`config.mk`:
```
export PLATFORM = sky130hd
export DESIGN_NAME = tmr_multimode
export DESIGN_NICKNAME = d
export VERILOG_FILES = /design/src/rtl/mmt_pkg.sv /design/src/rtl/mmt_pin_sync.sv /design/src/rtl/mmt_count_core.sv /design/src/rtl/mmt_bus_if.sv /design/src/rtl/tmr_multimode.sv
export SDC_FILE = /design/constraint.sdc
export NUM_CORES = 1
export LEC_CHECK = 0
export ABC_AREA = 1
export CAP_MARGIN = 20
export CELL_PAD_IN_SITES_DETAIL_PLACEMENT = 1
export CELL_PAD_IN_SITES_GLOBAL_PLACEMENT = 1
export CORE_ASPECT_RATIO = 1.2
export CORE_MARGIN = 4
export CORE_UTILIZATION = 45
export CTS_CLUSTER_DIAMETER = 80
export DETAILED_ROUTE_END_ITERATION = 10
export HOLD_SLACK_MARGIN = 0.12
export PLACE_DENSITY = 0.94
export SLEW_MARGIN = 20
export SYNTH_ARGS = -nofsm -noshare
export SYNTH_HDL_FRONTEND = slang
export SYNTH_SLANG_ARGS = --single-unit
```
`constraint.sdc`:
```
create_clock -name clk -period 4.3 [get_ports clk]
set_input_delay 0.43 -clock clk [delete_from_list [all_inputs] [get_ports clk]]
set_output_delay 0.43 -clock clk [all_outputs]
set_load 0.01 [all_outputs]
```
`src/rtl/mmt_pkg.sv`:
```
package mmt_pkg;

  typedef enum logic [1:0] {
    MODE_INTERVAL = 2'b00,
    MODE_PULSE    = 2'b01,
    MODE_EVENT    = 2'b10,
    MODE_WIDTH    = 2'b11
  } mmt_mode_e;

  localparam int ADDR_W = 3;

  localparam logic [ADDR_W-1:0] A_CTRL     = 3'd0;
  localparam logic [ADDR_W-1:0] A_LAT_LO   = 3'd1;
  localparam logic [ADDR_W-1:0] A_LAT_HI   = 3'd2;
  localparam logic [ADDR_W-1:0] A_LAT_XFER = 3'd3;
  localparam logic [ADDR_W-1:0] A_CNT_LO   = 3'd4;
  localparam logic [ADDR_W-1:0] A_CNT_HI   = 3'd5;

  localparam int CTRL_MODE_W = 2;

endpackage

```
`src/rtl/mmt_pin_sync.sv`:
```
module mmt_pin_sync #(
  parameter int STAGES = 2
) (
  input  logic clk,
  input  logic rst_n,
  input  logic pin_i,
  output logic level_o,
  output logic rise_o
);

  logic [STAGES-1:0] chain_q;
  logic              prev_q;

  // Idle level of the pin is high, so the chain resets to ones.
  always_ff @(posedge clk or negedge rst_n) begin
    if (!rst_n) begin
      chain_q <= '1;
      prev_q  <= 1'b1;
    end else begin
      chain_q <= {chain_q[STAGES-2:0], pin_i};
      prev_q  <= chain_q[STAGES-1];
    end
  end

  assign level_o = chain_q[STAGES-1];
  assign rise_o  = chain_q[STAGES-1] & ~prev_q;

  generate
    if (STAGES == 2) begin : g_chk2
      AST_RISE_FROM_INPUT: assert property (@(posedge clk) disable iff (!rst_n)
        rise_o |-> ($past(pin_i, 2) && !$past(pin_i, 3)))
        else $error("rise without matching input edge");
    end
  endgenerate

endmodule

```
`src/rtl/mmt_count_core.sv`:
```
module mmt_count_core #(
  parameter int DATA_W = 8
) (
  input  logic                  clk,
  input  logic                  rst_n,
  input  logic                  dec_en,
  input  logic                  latch_lo_we,
  input  logic                  latch_hi_we,
  input  logic                  preset,
  input  logic                  clr_ovf,
  input  logic [DATA_W-1:0]     wdata,
  output logic [2*DATA_W-1:0]   cnt_o,
  output logic [2*DATA_W-1:0]   latch_o,
  output logic                  ovf_o,
  output logic                  underflow_o
);

  localparam int CW = 2 * DATA_W;

  logic [CW-1:0] cnt_q;
  logic [CW-1:0] latch_q;
  logic          ovf_q;
  logic          underflow;

  // A preset on the same edge pre-empts the wrap.
  assign underflow = dec_en & ~preset & (cnt_q == '0);

  // Latch and counter deliberately have no reset value; they freeze during reset.
  always_ff @(posedge clk) begin
    if (rst_n) begin
      if (latch_lo_we)
        latch_q[DATA_W-1:0] <= wdata;
      if (latch_hi_we || preset)
        latch_q[CW-1:DATA_W] <= wdata;
      if (preset)
        cnt_q <= {wdata, latch_q[DATA_W-1:0]};
      else if (dec_en)
        cnt_q <= (cnt_q == '0) ? latch_q : (cnt_q - CW'(1));
    end
  end

  // Set wins over the read-clear; preset clears.
  always_ff @(posedge clk or negedge rst_n) begin
    if (!rst_n)
      ovf_q <= 1'b0;
    else if (preset)
      ovf_q <= 1'b0;
    else if (underflow)
      ovf_q <= 1'b1;
    else if (clr_ovf)
      ovf_q <= 1'b0;
  end

  assign cnt_o       = cnt_q;
  assign latch_o     = latch_q;
  assign ovf_o       = ovf_q;
  assign underflow_o = underflow;

  AST_WRAP_RELOAD: assert property (@(posedge clk) disable iff (!rst_n)
    underflow |=> (ovf_q && cnt_q == $past(latch_q)))
    else $error("wrap did not reload");

  AST_PRESET_LOAD: assert property (@(posedge clk) disable iff (!rst_n)
    preset |=> (!ovf_q && cnt_q == {$past(wdata), $past(latch_q[DATA_W-1:0])}))
    else $error("preset value wrong");

  AST_HOLD_IDLE: assert property (@(posedge clk) disable iff (!rst_n)
    (!dec_en && !preset) |=> $stable(cnt_q))
    else $error("counter moved without enable");

  AST_OVF_CLEAR_CAUSE: assert property (@(posedge clk) disable iff (!rst_n)
    $fell(ovf_q) |-> $past(clr_ovf || preset))
    else $error("overflow cleared without cause");

endmodule

```
`src/rtl/mmt_bus_if.sv`:
```
module mmt_bus_if
  import mmt_pkg::*;
#(
  parameter int DATA_W = 8
) (
  input  logic                  clk,
  input  logic                  rst_n,
  input  logic [ADDR_W-1:0]     addr,
  input  logic                  rd,
  input  logic                  wr,
  input  logic [DATA_W-1:0]     wdata,
  input  logic [2*DATA_W-1:0]   cnt,
  input  logic [2*DATA_W-1:0]   latch,
  input  logic                  ovf,
  output logic [DATA_W-1:0]     rdata,
  output mmt_mode_e             mode,
  output logic                  irq_en,
  output logic                  latch_lo_we,
  output logic                  latch_hi_we,
  output logic                  preset,
  output logic                  clr_ovf,
  output logic                  ctrl_we
);

  localparam int CW     = 2 * DATA_W;
  localparam int OVF_B  = DATA_W - 1;
  localparam int IE_B   = DATA_W - 2;

  mmt_mode_e         mode_q;
  logic              ie_q;
  logic [DATA_W-1:0] ctrl_rd;

  assign ctrl_we     = wr && (addr == A_CTRL);
  assign latch_lo_we = wr && (addr == A_LAT_LO);
  assign latch_hi_we = wr && (addr == A_LAT_HI);
  assign preset      = wr && (addr == A_LAT_XFER);
  assign clr_ovf     = rd && (addr == A_CNT_LO);

  always_ff @(posedge clk or negedge rst_n) begin
    if (!rst_n) begin
      mode_q <= MODE_INTERVAL;
      ie_q   <= 1'b0;
    end else if (ctrl_we) begin
      mode_q <= mmt_mode_e'(wdata[CTRL_MODE_W-1:0]);
      ie_q   <= wdata[IE_B];
    end
  end

  always_comb begin
    ctrl_rd                    = '0;
    ctrl_rd[OVF_B]             = ovf;
    ctrl_rd[IE_B]              = ie_q;
    ctrl_rd[CTRL_MODE_W-1:0]   = mode_q;
  end

  always_comb begin
    unique case (addr)
      A_CTRL:   rdata = ctrl_rd;
      A_LAT_LO: rdata = latch[DATA_W-1:0];
      A_LAT_HI: rdata = latch[CW-1:DATA_W];
      A_CNT_LO: rdata = cnt[DATA_W-1:0];
      A_CNT_HI: rdata = cnt[CW-1:DATA_W];
      default:  rdata = '0;
    endcase
  end

  assign mode   = mode_q;
  assign irq_en = ie_q;

endmodule

```
`src/rtl/tmr_multimode.sv`:
```
module tmr_multimode
  import mmt_pkg::*;
#(
  parameter int DATA_W      = 8,
  parameter int SYNC_STAGES = 2
) (
  input  logic                 clk,
  input  logic                 rst_n,
  input  logic [ADDR_W-1:0]    bus_addr,
  input  logic                 bus_rd,
  input  logic                 bus_wr,
  input  logic [DATA_W-1:0]    bus_wdata,
  output logic [DATA_W-1:0]    bus_rdata,
  input  logic                 cpin_i,
  output logic                 cpin_o,
  output logic                 cpin_oe,
  output logic                 irq
);

  localparam int CW = 2 * DATA_W;

  mmt_mode_e     mode;
  logic          irq_en;
  logic          latch_lo_we;
  logic          latch_hi_we;
  logic          preset;
  logic          clr_ovf;
  logic          ctrl_we;
  logic [CW-1:0] cnt;
  logic [CW-1:0] latch;
  logic          ovf;
  logic          underflow;
  logic          pin_level;
  logic          pin_rise;
  logic          dec_en;
  logic          pin_q;

  mmt_pin_sync #(.STAGES(SYNC_STAGES)) i_sync (
    .clk     (clk),
    .rst_n   (rst_n),
    .pin_i   (cpin_i),
    .level_o (pin_level),
    .rise_o  (pin_rise)
  );

  mmt_bus_if #(.DATA_W(DATA_W)) i_bus (
    .clk         (clk),
    .rst_n       (rst_n),
    .addr        (bus_addr),
    .rd          (bus_rd),
    .wr          (bus_wr),
    .wdata       (bus_wdata),
    .cnt         (cnt),
    .latch       (latch),
    .ovf         (ovf),
    .rdata       (bus_rdata),
    .mode        (mode),
    .irq_en      (irq_en),
    .latch_lo_we (latch_lo_we),
    .latch_hi_we (latch_hi_we),
    .preset      (preset),
    .clr_ovf     (clr_ovf),
    .ctrl_we     (ctrl_we)
  );

  always_comb begin
    unique case (mode)
      MODE_INTERVAL,
      MODE_PULSE:  dec_en = 1'b1;
      MODE_EVENT:  dec_en = pin_rise;
      MODE_WIDTH:  dec_en = ~pin_level;
      default:     dec_en = 1'b0;
    endcase
  end

  mmt_count_core #(.DATA_W(DATA_W)) i_core (
    .clk         (clk),
    .rst_n       (rst_n),
    .dec_en      (dec_en),
    .latch_lo_we (latch_lo_we),
    .latch_hi_we (latch_hi_we),
    .preset      (preset),
    .clr_ovf     (clr_ovf),
    .wdata       (bus_wdata),
    .cnt_o       (cnt),
    .latch_o     (latch),
    .ovf_o       (ovf),
    .underflow_o (underflow)
  );

  // Pin level: parked high in interval mode, inverts in pulse mode.
  always_ff @(posedge clk or negedge rst_n) begin
    if (!rst_n)
      pin_q <= 1'b1;
    else if (mode == MODE_INTERVAL)
      pin_q <= 1'b1;
    else if ((mode == MODE_PULSE) && (underflow || preset))
      pin_q <= ~pin_q;
  end

  assign cpin_o  = (mode == MODE_INTERVAL) | pin_q;
  assign cpin_oe = (mode == MODE_INTERVAL) | (mode == MODE_PULSE);
  assign irq     = ovf & irq_en;

  AST_PULSE_TOGGLE: assert property (@(posedge clk) disable iff (!rst_n)
    ((mode == MODE_PULSE) && (underflow || preset) && !ctrl_we) |=> (cpin_o != $past(cpin_o)))
    else $error("pulse pin did not invert");

  AST_IRQ_FOLLOWS_FLAG: assert property (@(posedge clk) disable iff (!rst_n)
    (preset && !ctrl_we) |=> !irq)
    else $error("irq after preset");

endmodule

```
==> flow_metrics.tcl <==
set metrics [dict create \
    grt_overflow_total 0 \
    r2r_slack_ns 2.15 \
    h-tree-depth 2 \
    rsz0062_at_grt "false" \
    drt-pass1-iter-count 4 \
    wl_um 7490 \
    synth_seq_cells 40 \
    yosys.area.top_type "edfxtp_1" \
    r2r_cells 9 \
    post-route-util 0.555 \
    setup_viol 0 \
    slowest_stage "clkdlybuf4s50_1" \
    whs_path_depth 0 \
    cts.repair.resized 0 \
    synthCells 289 \
    fin_tns_setup_ns 0 \
    dieArea_mm2 0.00649 \
    initialDrtViolationCount 110 \
    ioPinCount 27 \
    clkTransAtPathRegs_ns 0.07 \
    status "finished, final reports clean" \
    crit_top_cell "clkdlybuf4s50_1" \
    fmax_mhz 311 \
    finClkSkew_ns 0.0108 \
    worstPathArrival_ns 2.79 \
    yosysUniqueCellTypes 30 \
    cellLeakagePower_nw 1.17 \
    die_h_um 87.5 \
    slew_viol_final 0 \
    fp.coreArea_mm2 0.00501 \
    place_area_mm2 0.00269 \
    grt_pass1_vias 2415 \
    drc 0 \
    cp_max_fo 9 \
    diodes 0 \
    netlist_area_mm2 0.00237 \
    clock_latency_ns 0.30 \
    slew_headroom 0.376 \
    antenna_found_initial 0 \
    wire_per_inst_um 19.6 \
    post-synth-top-area-fraction 0.406 \
    routed_via_density 5.63 \
    fillers 622 \
    die_w_um 74.2 \
    rows 28 \
    ys_warn_count 0 \
    worst_slew_pin_slew_ns 0.930 \
    ant_nets 0 \
    yosys-top-cells-area "edfxtp_1 41%, nand2_1 14%, inv_1 6.3%, nand3_1 5.7%, nor2_1 4.9%" \
    min_path_type "reg2reg" \
    cts_setup_buffers 0 \
    maxCapViolations 0 \
    port_buffers 26 \
    start_kind "primary input" \
    cts_root_buf "clkbuf_8" \
    avgSynthCellArea_um2 8.19 \
    ir_worst_vdd_mv 0.261 \
    fin_area_mm2 0.00278 \
    grt_usage 0.260 \
    syn_nets 307 \
    period_needed_ns 3.22 \
    required_ns 3.87 \
    crit_family "buffers and inverters" \
    holdBufCountCts 0 \
    worstSetupPathType "in2out" \
    cts_buffers 5 \
    path_buf_inv 3 \
    whs_endpoint "i_sync.chain_q[1]$_DFF_PN1_" \
    gp_congestion 0.873 \
    crit_start "bus_addr[2]" \
    hold_ws_ns 0.359 \
    worstSetupEndpointType "output port" \
    fin_crit_sh 0.748 \
    clk_path_buf_depth 2 \
    drive_gt1_frac 0.0807 \
    hold_path_startpoint "i_sync.chain_q[0]$_DFF_PN1_" \
    grt_max_degree 17 \
    via_count 2151 \
    start_util 0.473 \
    critPathMaxStageDelay_ns 0.65 \
    yosysSeqAreaShare 0.493 \
    reg2reg_to "i_core.cnt_o[7]$_DFFE_PP_" \
    area_delta_synth_final_pct 17.4 \
    powerDensity_mw_per_mm2 348 \
    reg2reg_from "i_core.cnt_o[0]$_DFFE_PP_" \
    layout.nets 339 \
    hold_viol 0 \
    cts_tree "built" \
    hpwlAfterDp_um 5470 \
    grt_pass1_wl_um 12500 \
    cts.sinks 40 \
    total_power_uw 967 \
    path_cells "clkdlybuf4s50_1 > inv_2 > nand2_4 > nor2_1 > nand2_1 > o2111ai_1 > clkdlybuf4s50_1" \
]
==> cells by family after synthesis <==
| group | Yosys count | share of synthesized area |
|---|---|---|
| multiplexers | 1 | 0.00476 |
| AO/OA/AOI/OAI | 28 | 0.0687 |
| XOR/XNOR | 7 | 0.0259 |
| AND/OR/NAND/NOR | 166 | 0.318 |
| adder cells (fa/ha/maj) | 2 | 0.0106 |
| buffers and inverters | 45 | 0.0793 |
| flip-flops | 40 | 0.493 |
==> per-stage QoR <==
step                worst slack (ns)  instances
finish                          1.08        382
global route                   0.944        382
CTS                             1.10        382
detailed placement              1.14        374
global placement                1.25        374
floorplan                       2.56        289
==> report_power, final <==
part | leakage (nW) | internal [mW] | total [mW] | switching [mW]
sequential | 0.386 | 0.468 | 0.501 | 0.0334
clock | 0.0455 | 0.131 | 0.261 | 0.130
combinational | 0.734 | 0.0829 | 0.206 | 0.123
==> synth_stat cells, drive strengths merged <==
library cell,count
a21oi,6
buf,3
dfrtp,4
dfstp,4
edfxtp,32
ha,2
inv,42
mux2,1
nand2,94
nand3,27
nand3b,2
nand4,4
nor2,36
nor3,3
o2111ai,4
o21ai,13
o21bai,1
o22ai,4
xnor2,2
xor2,5
==> cell type report <==
class / instances / area, um^2 / area share
multi-input cells: 204 / 1010 / 0.365
well taps: 60 / 75.1 / 0.0270
clock buffers: 8 / 90.1 / 0.0324
repair buffers: 28 / 275 / 0.0990
flip-flops and latches: 40 / 1170 / 0.419
inverters: 42 / 160 / 0.0576
==> sequential cells by signal (all words and copies together) (netlist names) <==
register	count
i_sync.chain_q	2
i_sync.prev_q	1
i_bus.mode	2
i_core.ovf_o	1
pin_q	1
i_core.latch_o	16
i_bus.irq_en	1
i_core.cnt_o	16
==> worst register-to-register path: stages, from the launching register on <==
cell and delay, ns:
edfxtp_1 0.44, inv_1 0.20, ha_1 0.23, nand3_1 0.10
nor2_2 0.29, nand2_4 0.18, nand2_4 0.20, inv_1 0.11
nor2_1 0.11, a21oi_1 0.05
==> worst max path at each step <==
stage | end | depth (start not counted)
after floorplan | i_core.latch_o[0]$_DFFE_PP_ | 4
after global placement | bus_rdata[2] | 7
after detailed placement | bus_rdata[2] | 7
after CTS | bus_rdata[2] | 7
after global routing | bus_rdata[5] | 7
final | bus_rdata[2] | 7
==> cells in the final DEF (no fill, tap or decap), drive strengths merged <==
cell type / instances
mux2: 1
ha: 2
xnor2: 2
edfxtp: 32
xor2: 5
nor2: 36
o22ai: 4
a21oi: 6
clkdlybuf4s50: 26
dfstp: 4
nor3: 3
nand2: 94
inv: 42
o21bai: 1
clkbuf: 8
nand3b: 2
nand3: 27
nand4: 4
buf: 2
dfrtp: 4
o21ai: 13
o2111ai: 4
==> layer usage <==
layer,track usage,share of wire
met5,0,0
met4,0.126,0.040
met3,0.0370,0.046
met2,0.472,0.53
met1,0.293,0.38
Note: power is estimated with default switching activity, not from simulation.
